### src/rtl/ces_pkg.sv
package ces_pkg;

  typedef enum logic [2:0] {
    PH_IDLE  = 3'd0,
    PH_FETCH = 3'd1,
    PH_SYNC  = 3'd2,
    PH_EXEC  = 3'd3,
    PH_STWR  = 3'd4,
    PH_ABORT = 3'd5
  } phase_e;

  // A phase in which a bus response is expected.
  function automatic logic is_busy(phase_e ph);
    return (ph == PH_FETCH) || (ph == PH_SYNC) || (ph == PH_EXEC) || (ph == PH_STWR);
  endfunction

  // Early phases always kill the chain; later phases obey the control bit.
  function automatic logic err_kills(phase_e ph, logic cont);
    if ((ph == PH_FETCH) || (ph == PH_SYNC)) return 1'b1;
    return !cont;
  endfunction

  // Successor of a phase on a clean response (STATUS_WR handled separately).
  function automatic phase_e step_ok(phase_e ph);
    case (ph)
      PH_FETCH: return PH_SYNC;
      PH_SYNC:  return PH_EXEC;
      PH_EXEC:  return PH_STWR;
      default:  return ph;
    endcase
  endfunction

endpackage

### src/rtl/ces_resp_decode.sv
module ces_resp_decode
  import ces_pkg::*;
(
  input  phase_e phase_q,
  input  logic   rsp_valid,
  input  logic   rsp_err,
  input  logic   rsp_fmt_err,
  input  logic   cont_on_err,
  output logic   ev_ok,
  output logic   ev_bus_err,
  output logic   ev_fmt_err,
  output logic   ev_stwr_err,
  output logic   ev_kill
);

  logic accept;

  always_comb begin
    accept      = rsp_valid && is_busy(phase_q);
    ev_bus_err  = accept && rsp_err && (phase_q != PH_STWR);
    ev_stwr_err = accept && rsp_err && (phase_q == PH_STWR);
    ev_fmt_err  = accept && !rsp_err && rsp_fmt_err && (phase_q == PH_FETCH);
    ev_ok       = accept && !rsp_err && !ev_fmt_err;
    ev_kill     = (ev_bus_err || ev_stwr_err) && err_kills(phase_q, cont_on_err);
  end

endmodule

### src/rtl/ces_phase_fsm.sv
module ces_phase_fsm
  import ces_pkg::*;
(
  input  logic   clk,
  input  logic   rst_n,
  input  logic   chain_start,
  input  logic   desc_avail,
  input  logic   ev_ok,
  input  logic   ev_bus_err,
  input  logic   ev_fmt_err,
  input  logic   ev_stwr_err,
  input  logic   ev_kill,
  input  logic   kill_pend,
  output phase_e phase_q,
  output logic   start_acc,
  output logic   desc_begin,
  output logic   end_clean,
  output logic   end_abort
);

  phase_e phase_d;
  logic   leave_stwr;
  logic   stop_now;

  always_comb begin
    phase_d    = phase_q;
    start_acc  = 1'b0;
    end_clean  = 1'b0;
    end_abort  = 1'b0;
    leave_stwr = (phase_q == PH_STWR) && (ev_ok || ev_stwr_err);
    stop_now   = kill_pend || ev_kill;
    case (phase_q)
      PH_IDLE: begin
        if (chain_start) begin
          phase_d   = PH_FETCH;
          start_acc = 1'b1;
        end
      end
      PH_FETCH, PH_SYNC, PH_EXEC: begin
        if (ev_bus_err || ev_fmt_err) phase_d = PH_STWR;
        else if (ev_ok)               phase_d = step_ok(phase_q);
      end
      PH_STWR: begin
        if (leave_stwr) begin
          if (stop_now) begin
            phase_d   = PH_ABORT;
            end_abort = 1'b1;
          end else if (desc_avail) begin
            phase_d = PH_FETCH;
          end else begin
            phase_d   = PH_IDLE;
            end_clean = 1'b1;
          end
        end
      end
      PH_ABORT: phase_d = PH_IDLE;
      default:  phase_d = PH_IDLE;
    endcase
    desc_begin = (phase_d == PH_FETCH) && (phase_q != PH_FETCH);
  end

  always_ff @(posedge clk or negedge rst_n) begin
    if (!rst_n) phase_q <= PH_IDLE;
    else        phase_q <= phase_d;
  end

endmodule

### src/rtl/ces_status_track.sv
module ces_status_track
  import ces_pkg::*;
(
  input  logic clk,
  input  logic rst_n,
  input  logic desc_begin,
  input  logic ev_bus_err,
  input  logic ev_fmt_err,
  input  logic ev_kill,
  output logic stat_bus_err,
  output logic stat_fail,
  output logic stat_fmt_err,
  output logic kill_pend
);

  always_ff @(posedge clk or negedge rst_n) begin
    if (!rst_n) begin
      stat_bus_err <= 1'b0;
      stat_fail    <= 1'b0;
      stat_fmt_err <= 1'b0;
      kill_pend    <= 1'b0;
    end else if (desc_begin) begin
      stat_bus_err <= 1'b0;
      stat_fail    <= 1'b0;
      stat_fmt_err <= 1'b0;
      kill_pend    <= 1'b0;
    end else if (ev_bus_err) begin
      stat_bus_err <= 1'b1;
      stat_fail    <= 1'b1;
      kill_pend    <= kill_pend || ev_kill;
    end else if (ev_fmt_err) begin
      stat_fail    <= 1'b1;
      stat_fmt_err <= 1'b1;
      kill_pend    <= 1'b1;
    end
  end

endmodule

### src/rtl/ces_err_event.sv
module ces_err_event
  import ces_pkg::*;
#(
  parameter int AW = 32
) (
  input  logic          clk,
  input  logic          rst_n,
  input  logic          ev_bus_err,
  input  logic          ev_stwr_err,
  input  phase_e        phase_q,
  input  logic [AW-1:0] rsp_addr,
  output logic          err_evt,
  output logic [AW-1:0] err_evt_addr,
  output logic [2:0]    err_evt_phase,
  output logic          stwr_err
);

  logic fire;
  assign fire = ev_bus_err || ev_stwr_err;

  always_ff @(posedge clk or negedge rst_n) begin
    if (!rst_n) begin
      err_evt       <= 1'b0;
      err_evt_addr  <= '0;
      err_evt_phase <= 3'd0;
      stwr_err      <= 1'b0;
    end else begin
      err_evt  <= fire;
      stwr_err <= ev_stwr_err;
      if (fire) begin
        err_evt_addr  <= rsp_addr;
        err_evt_phase <= phase_q;
      end
    end
  end

endmodule

### src/rtl/chain_err_sequencer.sv
module chain_err_sequencer
  import ces_pkg::*;
#(
  parameter int AW = 32
) (
  input  logic          clk,
  input  logic          rst_n,
  input  logic          chain_start,
  input  logic          desc_avail,
  input  logic          cont_on_err,
  input  logic          rsp_valid,
  input  logic          rsp_err,
  input  logic          rsp_fmt_err,
  input  logic [AW-1:0] rsp_addr,
  output logic [2:0]    phase,
  output logic          stat_bus_err,
  output logic          stat_fail,
  output logic          stat_fmt_err,
  output logic          stwr_err,
  output logic          err_evt,
  output logic [AW-1:0] err_evt_addr,
  output logic [2:0]    err_evt_phase,
  output logic          chain_done,
  output logic          aborted
);

  phase_e phase_q;
  logic   ev_ok, ev_bus_err, ev_fmt_err, ev_stwr_err, ev_kill;
  logic   kill_pend, start_acc, desc_begin, end_clean, end_abort;

  ces_resp_decode dec_i (
    .phase_q     (phase_q),
    .rsp_valid   (rsp_valid),
    .rsp_err     (rsp_err),
    .rsp_fmt_err (rsp_fmt_err),
    .cont_on_err (cont_on_err),
    .ev_ok       (ev_ok),
    .ev_bus_err  (ev_bus_err),
    .ev_fmt_err  (ev_fmt_err),
    .ev_stwr_err (ev_stwr_err),
    .ev_kill     (ev_kill)
  );

  ces_phase_fsm fsm_i (
    .clk         (clk),
    .rst_n       (rst_n),
    .chain_start (chain_start),
    .desc_avail  (desc_avail),
    .ev_ok       (ev_ok),
    .ev_bus_err  (ev_bus_err),
    .ev_fmt_err  (ev_fmt_err),
    .ev_stwr_err (ev_stwr_err),
    .ev_kill     (ev_kill),
    .kill_pend   (kill_pend),
    .phase_q     (phase_q),
    .start_acc   (start_acc),
    .desc_begin  (desc_begin),
    .end_clean   (end_clean),
    .end_abort   (end_abort)
  );

  ces_status_track st_i (
    .clk          (clk),
    .rst_n        (rst_n),
    .desc_begin   (desc_begin),
    .ev_bus_err   (ev_bus_err),
    .ev_fmt_err   (ev_fmt_err),
    .ev_kill      (ev_kill),
    .stat_bus_err (stat_bus_err),
    .stat_fail    (stat_fail),
    .stat_fmt_err (stat_fmt_err),
    .kill_pend    (kill_pend)
  );

  ces_err_event #(.AW(AW)) evt_i (
    .clk           (clk),
    .rst_n         (rst_n),
    .ev_bus_err    (ev_bus_err),
    .ev_stwr_err   (ev_stwr_err),
    .phase_q       (phase_q),
    .rsp_addr      (rsp_addr),
    .err_evt       (err_evt),
    .err_evt_addr  (err_evt_addr),
    .err_evt_phase (err_evt_phase),
    .stwr_err      (stwr_err)
  );

  always_ff @(posedge clk or negedge rst_n) begin
    if (!rst_n) begin
      chain_done <= 1'b0;
      aborted    <= 1'b0;
    end else begin
      chain_done <= end_clean || end_abort;
      if (start_acc)      aborted <= 1'b0;
      else if (end_abort) aborted <= 1'b1;
    end
  end

  assign phase = phase_q;

endmodule

### config.mk
export PLATFORM = sky130hd
export DESIGN_NAME = chain_err_sequencer
export DESIGN_NICKNAME = d
export VERILOG_FILES = /design/src/rtl/ces_pkg.sv /design/src/rtl/ces_resp_decode.sv /design/src/rtl/ces_phase_fsm.sv /design/src/rtl/ces_status_track.sv /design/src/rtl/ces_err_event.sv /design/src/rtl/chain_err_sequencer.sv
export SDC_FILE = /design/constraint.sdc
export NUM_CORES = 1
export LEC_CHECK = 0
export BUFFER_PORTS_ARGS = -buffer_cell sky130_fd_sc_hd__buf_2
export CAP_MARGIN = 15
export CORE_MARGIN = 5
export CORE_UTILIZATION = 51
export DETAILED_ROUTE_END_ITERATION = 10
export GPL_ROUTABILITY_DRIVEN = 0
export PLACE_DENSITY_LB_ADDON = 0.1
export SYNTH_ARGS = -nofsm -noshare
export SYNTH_HDL_FRONTEND = slang
export SYNTH_HIERARCHICAL = 1
export SYNTH_SLANG_ARGS = --single-unit
### constraint.sdc
create_clock -name clk -period 7.25 [get_ports clk]
set_input_delay 1.45 -clock clk [delete_from_list [all_inputs] [get_ports clk]]
set_output_delay 1.45 -clock clk [all_outputs]
set_load 0.005 [all_outputs]
==> run summary <==
Final Setup Violations -> 0
Cell count after placement -> 269
Drt total wl -> 4280 microns
Worst vdd ir -> 0.000243 V
CTS clk-pin slew, worst paths -> 0.08 ns
Worst-path cell chain -> buf_2 -> nand2_1 -> nor3_1 -> nor2_8 -> mux2_1
Final worst slack -> 4.19 ns
Syn-to-layout area delta -> 26.9%
Post-synth top flop -> dfrtp_1
Largest Register -> evt_i/err_evt_addr
Synth Area in Adders -> 0%
Ratio of cells with drive above 1 in the final layout -> 57.3%
Die ar. -> 5430 sq um
# fillers -> 317
Power density over the cells -> 427 nW/um^2
Clk buf depth -> 2
Power Total -> 1.12 mW
Register area -> 1150 sq um
Most frequent cells after synthesis -> 46 x dfrtp_1, 29 x mux2_4, 11 x nor2_1
Ant. Diodes -> 0
Post-synthesis compound-gate area fraction -> 6.11%
Critical Path RT -> 7.42 ns
Sequential Power Share -> 41.5%
Wire length per cell -> 15.4 microns
Crit path time final -> 3.06 ns
Top post-synthesis cells by area -> dfrtp_1 56%, mux2_4 21%, mux2_1 3.3%
Post-Synthesis Cells -> 138
Worst slew pin tran -> 1.08 ns
Ys Warns -> 6
CP Capture Type -> register
R2R depth -> 6
Port bufs -> 84
Async SR Flop Fraction -> 100%
Max frequency -> 327 MHz
Final antenna-violating net count -> 0
Tightest Hold Check Type -> register to register
Resize count post-CTS -> 0
Iteration-0 DRC Markers -> 38
Flops & latches, synth -> 46
Xor and xnor area share after synthesis -> 0.847%
Worst R2R Start -> fsm_i/phase_q[1]
GRT overflow -> 0
Finished Cell Area -> 2620 sq um
Vias per inst -> 4.97
Power share of the combinational group -> 42.3%
Max-cap viol count -> 0
Antenna violations before repair -> 0
Syn_area_per_cell -> 15.0 sq um
HPWL Detailed -> 3070 microns
Clock power frac -> 16.1%
# rows -> 23
R2r setup slk -> 4.67 ns
Post-Syn Area -> 2070 sq um
Clock latency at the later pin of the worst-skew pair -> 0.29 ns
Setup Skew -> 0.00291 ns
Max_slew headroom -> 27.2%
Post-DP Area -> 2520 sq um
Worst Setup Start Kind -> input port
TritonCTS sink count -> 46
Chip width -> 73.7 microns
Die height -> 73.7 microns
Yosys cell types -> 34
CTS tree -> yes
Worst Hold End -> evt_i/err_evt_phase[1]
Htree depth -> 2
Synth top area share -> 55.7%
Final cell count without fillers -> 277
Post-route DRC -> 0
Tcrit/Tclk final -> 42.2%
CP Data Arrival Time -> 3.23 ns
GRT Overall Usage -> 16.4%
Post-cts hold buffer count -> 0
Largest registers -> evt_i/err_evt_addr (32), evt_i/err_evt_phase (3), fsm_i/phase_q (3)
Largest net degree at the start of global routing -> 47
Starting Density -> 52.0%
Synth Area in Simple Gates -> 10.8%
Place WS -> 3.89 ns
Crit path max-delay family -> simple AND/OR/NAND/NOR gates
Hold Startpoint -> evt_i/err_evt_phase[1]
Slowest cell on the critical path -> nor3_1
Area leader, netlist -> dfrtp_1
Multi-input logic area -> 871 sq um
FF-to-FF End -> st_i/stat_fail
CTS buffer count -> 5
CTS Root Cell -> clkbuf_8
RSZ-0062 raised after global routing -> false
Leakage power total -> 1.41 nW
Switching power -> 0.356 mW
Multiplexer share of the synthesized area -> 24.3%
Largest register FFs -> 32
Sw Ratio -> 31.8%
CORE AREA -> 3970 sq um
Nets -> 266
Setup_tns -> 0 ns
Total vias in the final route -> 1377
Crit path kind -> input port to register
Final hold viol count -> 0
Vias in the first global route -> 1443
Worst hold stages -> 1
IO Pins -> 85
Slew Limit Fails -> 0
Post-synth net total -> 178
Post-CTS Setup Repair Bufs -> 0
First-pass DRT Iterations -> 4
Status -> finished clean
Post-synth EDFFs -> 0
Internal power -> 0.765 mW
Critical Path Fanout Max -> 36
Main combinational cell family by area after synthesis -> multiplexers
Post-synthesis sequential area ratio -> 55.7%
First-pass GRT wire length -> 6790 microns
Count leader, synth -> dfrtp_1
Buf/Inv on CP -> 1
CP peak stage delay -> 0.87 ns
## layout by cell type, fill, tap and decap left out
| cell type | instances |
|---|---|
| and2_1 | 1 |
| and3b_2 | 1 |
| nor2b_1 | 1 |
| nor2_1 | 11 |
| mux2_1 | 6 |
| a2111oi_4 | 1 |
| a21o_1 | 1 |
| nand3_1 | 2 |
| nor4b_4 | 1 |
| nand2_1 | 4 |
| a41oi_1 | 1 |
| or3_1 | 1 |
| nand2b_4 | 1 |
| buf_2 | 84 |
| o21ai_1 | 1 |
| mux2_4 | 29 |
| xnor2_1 | 2 |
| o21ba_2 | 1 |
| inv_1 | 3 |
| bufinv_16 | 1 |
| nor2_8 | 1 |
| o21bai_1 | 1 |
| or3b_4 | 1 |
| a211oi_2 | 1 |
| and2b_1 | 1 |
| o21ba_1 | 1 |
| clkbuf_8 | 5 |
| dfrtp_1 | 46 |
| nor4_1 | 1 |
| a21oi_1 | 3 |
| a21oi_2 | 2 |
| nor2_2 | 1 |
| o21ai_0 | 1 |
| clkbuf_1 | 2 |
| or2_1 | 2 |
| nand2b_1 | 2 |
| nor3_1 | 3 |
## layer usage
layer / track usage (%) / vias up / routed length (microns)
met5: 0 / - / 0
met2: 27.6 / 55 / 2010
met4: 7.24 / 0 / 77
met3: 3.69 / 7 / 375
met1: 20.1 / 658 / 1810
li1: - / 657 / -
## through the flow
step / hold slack, ns / utilization (%)
final: 0.489 / 66.0
after global routing: 0.508 / 66.0
after CTS: 0.495 / 66.0
after detailed placement: 0.476 / 63.4
after global placement: 0.471 / 63.4
after floorplan: 0.483 / -
## power groups by stage
stage | sequential, mW | clock (mW) | combinational (mW)
after global placement | 0.464 | 0 | 0.467
after detailed placement | 0.469 | 0 | 0.478
after CTS | 0.465 | 0.188 | 0.484
after global routing | 0.482 | 0.196 | 0.517
after floorplan | 0.471 | 0 | 0.301
final | 0.465 | 0.181 | 0.475
## final cells by class
| class | instances | share of cell area [%] |
|---|---|---|
| Clock inverter | 1 | 1.15 |
| Multi-Input combinational cell | 86 | 33.2 |
| Clock buffer | 7 | 2.91 |
| Tap cell | 50 | 2.39 |
| Sequential cell | 46 | 43.9 |
| Timing Repair Buffer | 84 | 16.0 |
| Inverter | 3 | 0.429 |
## kinds of logic (layout without fill, tap and decap cells)
kind of cell | after synthesis | count (layout)
compound gates | 14 | 14
flops | 46 | 46
buf+inv | 6 | 95
simple gates | 35 | 35
xor+xnor | 2 | 2
mux | 35 | 35
## how the worst max path moves through the flow
| stage | start | to | cells past startpoint |
|---|---|---|---|
| finish | rsp_valid | evt_i/err_evt_addr[1] | 5 |
| global route | rsp_valid | evt_i/err_evt_addr[1] | 5 |
| CTS | rsp_valid | evt_i/err_evt_addr[1] | 5 |
| detailed placement | rsp_valid | evt_i/err_evt_addr[1] | 5 |
| global placement | rsp_valid | evt_i/err_evt_addr[1] | 5 |
| floorplan | rsp_valid | evt_i/err_evt_addr[10] | 5 |
## worst reg2reg max path: stages, from the launching register on
cell      delay, ns
dfrtp_1        0.59
or3b_4         0.50
nor2_1         0.39
or2_1          0.26
a41oi_1        0.18
a211oi_2       0.44
nor2_1         0.09
Note: power is estimated with default switching activity, not from simulation.
